<file path="src/rtl/bw_pkg.sv">
package bw_pkg;

    // True when partial-product bit (i, j) pairs exactly one sign bit
    // with one ordinary bit; such bits are inverted.
    function automatic logic bw_invert(input int i, input int j, input int n);
        return ((i == n - 1) != (j == n - 1));
    endfunction

endpackage

</file>
<file path="src/rtl/bw_pp_matrix.sv">
module bw_pp_matrix #(
    parameter int N = 4
) (
    input  logic [N-1:0]   x,
    input  logic [N-1:0]   y,
    output logic [N*N-1:0] pp_flat
);
    import bw_pkg::*;

    // Row j occupies pp_flat[j*N +: N]; bit i of that row is x[i] & y[j].
    for (genvar j = 0; j < N; j++) begin : g_row
        for (genvar i = 0; i < N; i++) begin : g_col
            if (bw_invert(i, j, N)) begin : g_inv
                assign pp_flat[j*N + i] = ~(x[i] & y[j]);
            end else begin : g_true
                assign pp_flat[j*N + i] = x[i] & y[j];
            end
        end
    end
endmodule

</file>
<file path="src/rtl/bw_fa.sv">
module bw_fa (
    input  logic a,
    input  logic b,
    input  logic ci,
    output logic s,
    output logic co
);
    assign s  = a ^ b ^ ci;
    assign co = (a & b) | (ci & (a ^ b));
endmodule

</file>
<file path="src/rtl/bw_add_row.sv">
module bw_add_row #(
    parameter int W = 8
) (
    input  logic [W-1:0] a,
    input  logic [W-1:0] b,
    output logic [W-1:0] s
);
    logic [W-1:0] c;

    assign c[0] = 1'b0;

    for (genvar k = 0; k < W - 1; k++) begin : g_cell
        bw_fa u_fa (
            .a  (a[k]),
            .b  (b[k]),
            .ci (c[k]),
            .s  (s[k]),
            .co (c[k+1])
        );
    end

    // Top column: the carry out is dropped (result is modulo 2^W).
    assign s[W-1] = a[W-1] ^ b[W-1] ^ c[W-1];
endmodule

</file>
<file path="src/rtl/bw_signed_mult.sv">
module bw_signed_mult #(
    parameter int N       = 4,
    parameter bit REG_OUT = 1'b1
) (
    input  logic           clk,
    input  logic           rst_n,
    input  logic           op_valid,
    input  logic [N-1:0]   x,
    input  logic [N-1:0]   y,
    output logic [2*N-1:0] prod,
    output logic [2*N-1:0] prod_q,
    output logic           prod_q_valid
);
    localparam int W = 2 * N;
    localparam logic [W-1:0] K_CORR = (W'(1) << N) | (W'(1) << (W - 1));

    logic [N*N-1:0] pp_flat;
    logic [W-1:0]   acc    [N+1];
    logic [W-1:0]   addend [N];

    bw_pp_matrix #(.N(N)) u_pp (
        .x       (x),
        .y       (y),
        .pp_flat (pp_flat)
    );

    assign acc[0] = K_CORR;

    for (genvar j = 0; j < N; j++) begin : g_acc
        assign addend[j] = W'(pp_flat[j*N +: N]) << j;
        bw_add_row #(.W(W)) u_row (
            .a (acc[j]),
            .b (addend[j]),
            .s (acc[j+1])
        );
    end

    assign prod = acc[N];

    // Behavioural reference used only by the property below.
    logic [W-1:0] ref_prod;
    assign ref_prod = W'(W'($signed(x)) * W'($signed(y)));

    a_r1_signed_product: assert property (@(posedge clk) disable iff (!rst_n)
        prod == ref_prod);

    a_r4_zero_operand: assert property (@(posedge clk) disable iff (!rst_n)
        ((x == '0) || (y == '0)) |-> (prod == '0));

    if (REG_OUT) begin : g_reg
        always_ff @(posedge clk or negedge rst_n) begin
            if (!rst_n) begin
                prod_q       <= '0;
                prod_q_valid <= 1'b0;
            end else begin
                prod_q_valid <= op_valid;
                if (op_valid) begin
                    prod_q <= prod;
                end
            end
        end

        a_r5_capture: assert property (@(posedge clk) disable iff (!rst_n)
            op_valid |=> (prod_q_valid && prod_q == $past(prod)));

        a_r6_hold: assert property (@(posedge clk) disable iff (!rst_n)
            !op_valid |=> (!prod_q_valid && $stable(prod_q)));

        always_comb begin
            if (!rst_n) begin
                a_r7_reset_clear: assert (prod_q == '0 && !prod_q_valid);
            end
        end
    end else begin : g_pass
        assign prod_q       = prod;
        assign prod_q_valid = op_valid;
    end
endmodule

</file>
<file path="config.mk">
export PLATFORM = sky130hd
export DESIGN_NAME = bw_signed_mult
export DESIGN_NICKNAME = d
export VERILOG_FILES = /design/src/rtl/bw_pkg.sv /design/src/rtl/bw_pp_matrix.sv /design/src/rtl/bw_fa.sv /design/src/rtl/bw_add_row.sv /design/src/rtl/bw_signed_mult.sv
export SDC_FILE = /design/constraint.sdc
export NUM_CORES = 1
export LEC_CHECK = 0
export BUFFER_PORTS_ARGS = -buffer_cell sky130_fd_sc_hd__buf_2
export CAP_MARGIN = 20
export CORE_MARGIN = 4
export CORE_UTILIZATION = 47
export CTS_BUF_LIST = sky130_fd_sc_hd__clkbuf_4 sky130_fd_sc_hd__clkbuf_8 sky130_fd_sc_hd__clkbuf_16
export CTS_CLUSTER_SIZE = 24
export DETAILED_ROUTE_END_ITERATION = 12
export MAX_ROUTING_LAYER = met4
export PLACE_DENSITY = 0.77
export SYNTH_ARGS = -nofsm -noshare
export SYNTH_HDL_FRONTEND = slang
export SYNTH_SLANG_ARGS = --single-unit
export TNS_END_PERCENT = 50
</file>
<file path="constraint.sdc">
create_clock -name clk -period 7.1 [get_ports clk]
set_input_delay 1.42 -clock clk [delete_from_list [all_inputs] [get_ports clk]]
set_output_delay 1.42 -clock clk [all_outputs]
set_load 0.005 [all_outputs]
</file>
Yosys cells after proc, flatten, opt, wreduce, memory -nomap -nowiden
Cells that the tools add are included.
- flip-flop bits (word level): 9
- bits of input ports: 11
- bitwise operators: 72
- operator list (cell ; count):
    AND 1 bit ; 36
    bitwise XOR 1 bit ; 20
    bitwise OR 1 bit ; 9
    inverter 1 bit ; 7

Depth between registers and ports, before layout
- depth after elaboration: 17
- gate-level depth with buffers: 16

Cells and area by module
A second synthesis with hierarchy kept.
- cells, all modules: 72
- area total of the unflattened synthesis: 1119.8 um^2
- modules (own cells, without submodules) (module ; cells an instance ; times used ; area an instance (um^2) ; seq. area each (um^2)):
    bw_fa ; 1 ; 28 ; 20.0 ; 0.0
    bw_signed_mult ; 20 ; 1 ; 364.1 ; 225.2
    bw_add_row ; 2 ; 4 ; 27.5 ; 0.0
    bw_pp_matrix ; 16 ; 1 ; 85.1 ; 0.0

Worst setup path after synthesis
No wires, ideal clock.
- path type: input port to output port
- from: input y[0]
- to: output prod[6]
- stages on the path: 16
- setup slack: 996 ps
- arrival time: 4684 ps
- buffers on the path: 1
- required time: 5680 ps
- cells stage by stage: and2_2 > ha_1 > inv_1 > fa_1 > inv_1 > fa_1 > inv_1 > fa_1 > fa_1 > inv_1 > fa_1 > inv_1 > fa_1 > fa_1 > inv_1 > buf_4
- longest elaborated chain between the ends: 15
- ends and longest elaborated chain (what ; line ; source):
    from (decl) ; bw_signed_mult.sv:9 ; input logic [N-1:0] y,
    AND 1 bit ; bw_pp_matrix.sv:16 ; assign pp_flat[j*N + i] = x[i] & y[j];
    AND 1 bit / bitwise XOR 1 bit (equally long branches) ; bw_fa.sv:9, bw_fa.sv:8 ;
    AND 1 bit ; bw_fa.sv:9 ; assign co = (a & b) | (ci & (a ^ b));
    bitwise OR 1 bit ; bw_fa.sv:9 ;
    AND 1 bit / bitwise XOR 1 bit (equally long branches) ; bw_fa.sv:9, bw_fa.sv:8 ;
    bitwise OR 1 bit / bitwise XOR 1 bit (equally long branches) ; bw_fa.sv:9, bw_fa.sv:8 ;
    bitwise XOR 1 bit / AND 1 bit (equally long branches) ; bw_fa.sv:8, bw_fa.sv:9 ;
    bitwise XOR 1 bit / bitwise OR 1 bit (equally long branches) ; bw_fa.sv:8, bw_fa.sv:9 ;
    bitwise XOR 1 bit / AND 1 bit (equally long branches) ; bw_fa.sv:8, bw_fa.sv:9 ;
    bitwise XOR 1 bit / bitwise OR 1 bit (equally long branches) ; bw_fa.sv:9 ;
    AND 1 bit / bitwise XOR 1 bit (equally long branches) ; bw_fa.sv:9, bw_fa.sv:8 ;
    bitwise OR 1 bit / bitwise XOR 1 bit (equally long branches) ; bw_fa.sv:9 ;
    AND 1 bit ; bw_fa.sv:9 ;
    bitwise OR 1 bit ; bw_fa.sv:9 ;
    bitwise XOR 1 bit * ; bw_fa.sv:8 ; assign s = a ^ b ^ ci;
    to (decl) ; bw_signed_mult.sv:10 ; output logic [2*N-1:0] prod,
Every way passes the cells marked *; elsewhere a longest branch is shown, timed or not.

Worst setup path after layout
Same ends and word-level chain as after synthesis.

==> impl_metrics.env <==
export IMPL_gp_congestion=0.718
export IMPL_drc_errors=0
export IMPL_clk_latency_ns=0.25
export IMPL_finalSetupTns_ns=0
export IMPL_avgSynthCellArea_um2=11.1
export IMPL_leakage_nw=0.504
export IMPL_cts_tree="yes"
export IMPL_finalSetupViolCount=0
export IMPL_fin_crit_sh_pct=89.8
export IMPL_cp_required_ns=5.68
export IMPL_synth_seq_area_share_pct=29.8
export IMPL_cts_buffer_depth=2
export IMPL_routedWlPerCell_um=11.2
export IMPL_period_minus_slack_ns=6.37
export IMPL_gr_usage_all_layers_pct=12.4
export IMPL_yosysWarningCount=0
export IMPL_wirelength_um=1200
export IMPL_drt_iter0_drc=4
export IMPL_layout_setup_ws_ns=0.726
export IMPL_syn_to_final_growth_pct=16.0
export IMPL_worst_pin_slew_ns=0.266
export IMPL_powerDensity_nw_per_um2=242
export IMPL_yosysTopAreaCell="dfrtp_1"
export IMPL_dp_worst_setup_slack_ns=0.701
export IMPL_min_path_type="flop to flop"
export IMPL_dieArea_um2=2320
export IMPL_synth_area_um2=757
export IMPL_rows=14
export IMPL_slew_viol_final=0
export IMPL_diodes=0
export IMPL_dp_hpwl_um=1080
export IMPL_rsz0062_at_grt="no"
export IMPL_netlist_area_leader_share_pct=29.8
export IMPL_crit_fanout=4
export IMPL_power_uw=213
export IMPL_yosys_top_cells_area="dfrtp_1, fa_1, mux2_4, inv_1, buf_4"
export IMPL_grt_max_degree=10
export IMPL_ant_nets=0
export IMPL_fin_nets=115
export IMPL_synth_distinct_cells=11
export IMPL_clock_fmax_mhz=157
export IMPL_numCtsBuffers=3
export IMPL_crit_path_end_kind="output pin"
export IMPL_fp_dieW_um=48.1
export IMPL_ios=28
export IMPL_fill_cells=134
export IMPL_die_height_um=48.1
export IMPL_grt_ovfl_total=0
export IMPL_cp_start_kind="input pin"
export IMPL_peakVddDrop_v=0.000143
export IMPL_skew_ns=0
export IMPL_status="completed"
export IMPL_synth_fp_nets=91
export IMPL_ctsResizeCount=0
export IMPL_vias_per_cell=4.57
export IMPL_cts_sinks=9
export IMPL_max_cap_violations=0
export IMPL_hold_viol=0
export IMPL_relSlewSlack_pct=82.2
export IMPL_io_buffers=27
export IMPL_antenna_found_initial=0
export IMPL_cts_setup_buffers=0
export IMPL_coreArea_um2=1510
export IMPL_drive_gt1_share_pct=45.1
export IMPL_ys_seq_elements=9
export IMPL_path_class="input pin to output pin"
export IMPL_final_util_pct=58.3
export IMPL_syn_inst=68
export IMPL_initial_core_util_pct=50.2
export IMPL_cp_arrival_ns=4.95
export IMPL_cts_hold_buf=0
export IMPL_cts_root_buf="clkbuf_4"
export IMPL_path_clk_slew_ns=0.06
export IMPL_grt_pass1_wl_um=1910
export IMPL_vias=489
export IMPL_cts_max_level=1
export IMPL_grt_pass1_vias=500
export IMPL_drtPass1Iterations=4
[Yosys cell counts, drive strengths merged]
cell type / n
and2: 7
buf: 8
dfrtp: 9
fa: 8
ha: 4
inv: 15
mux2: 8
nand2: 9
[cell usage in the layout, fill, tap and decap left out, drive strengths merged]
| master | count |
|---|---|
| nand2 | 9 |
| inv | 15 |
| clkbuf | 4 |
| fa | 8 |
| buf | 27 |
| ha | 4 |
| dfrtp | 9 |
| mux2 | 8 |
| and2 | 7 |
[metrics by stage]
step / instance area (um2) / hold WS, ns / instances
floorplan: 757 / 0.507 / 68
global placement: 848 / 0.488 / 103
detailed placement: 848 / 0.490 / 103
CTS: 878 / 0.509 / 107
global route: 878 / 0.519 / 107
finish: 878 / 0.507 / 107
[registers in the layout (all words and copies together), names as in the netlist]
register / count
prod_q: 8
prod_q_valid: 1
[kinds of logic after synthesis]
| logic type | share of synthesized area (%) |
|---|---|
| adders and majority gates | 27.8 |
| muxes | 15.9 |
| and+or+nand+nor | 10.7 |
| buffers and inverters | 15.9 |
| DFF | 29.8 |
[path summary, 6_finish.rpt]
check / cells past startpoint / slack (ns) / start / end
min in group asynchronous: 1 / 1.00 / rst_n / prod_q_valid
worst min register to register: 1 / 0.51 / prod_q[7] / prod_q[7]
max in group asynchronous: 1 / 5.92 / rst_n / prod_q[1]
worst max register to register: 1 / 6.35 / prod_q[3] / prod_q[3]
worst max-delay path: 17 / 0.73 / y[0] / prod[6]
worst min-delay path: 1 / 0.51 / prod_q[7] / prod_q[7]
[layout make-up]
type                            instances  area (um2)  area share, %
Multi-Input combinational cell         36         412           46.9
Sequential cell                         9         225           25.6
Timing Repair Buffer                   27         135           15.4
Inverter                               15        56.3           6.41
Clock buffer                            4        30.0           3.42
Tap cell                               16        20.0           2.28
[where the power goes]
| group | switching [mW] | internal, mW |
|---|---|---|
| logic | 0.0409 | 0.0552 |
| registers | 0.00734 | 0.0665 |
| clock network | 0.0174 | 0.0254 |
| total | 0.0656 | 0.147 |
[per-layer routing]
metal,up-vias,track usage [%],wire length (um)
met2,16,22.4,694
met4,0,4.84,0
met5,-,-,0
met1,232,12.6,429
met3,0,3.32,80
li1,241,-,-
[critical path, cell delays in order]
cell    delay [ns]
buf_2         0.12
and2_2        0.19
ha_1          0.18
inv_1         0.06
fa_1          0.15
inv_1         0.05
fa_1          0.48
inv_1         0.06
fa_1          0.44
fa_1          0.49
inv_1         0.06
fa_1          0.41
inv_1         0.07
fa_1          0.17
fa_1          0.41
inv_1         0.08
buf_2         0.11
(Power assumes the default switching activity.)
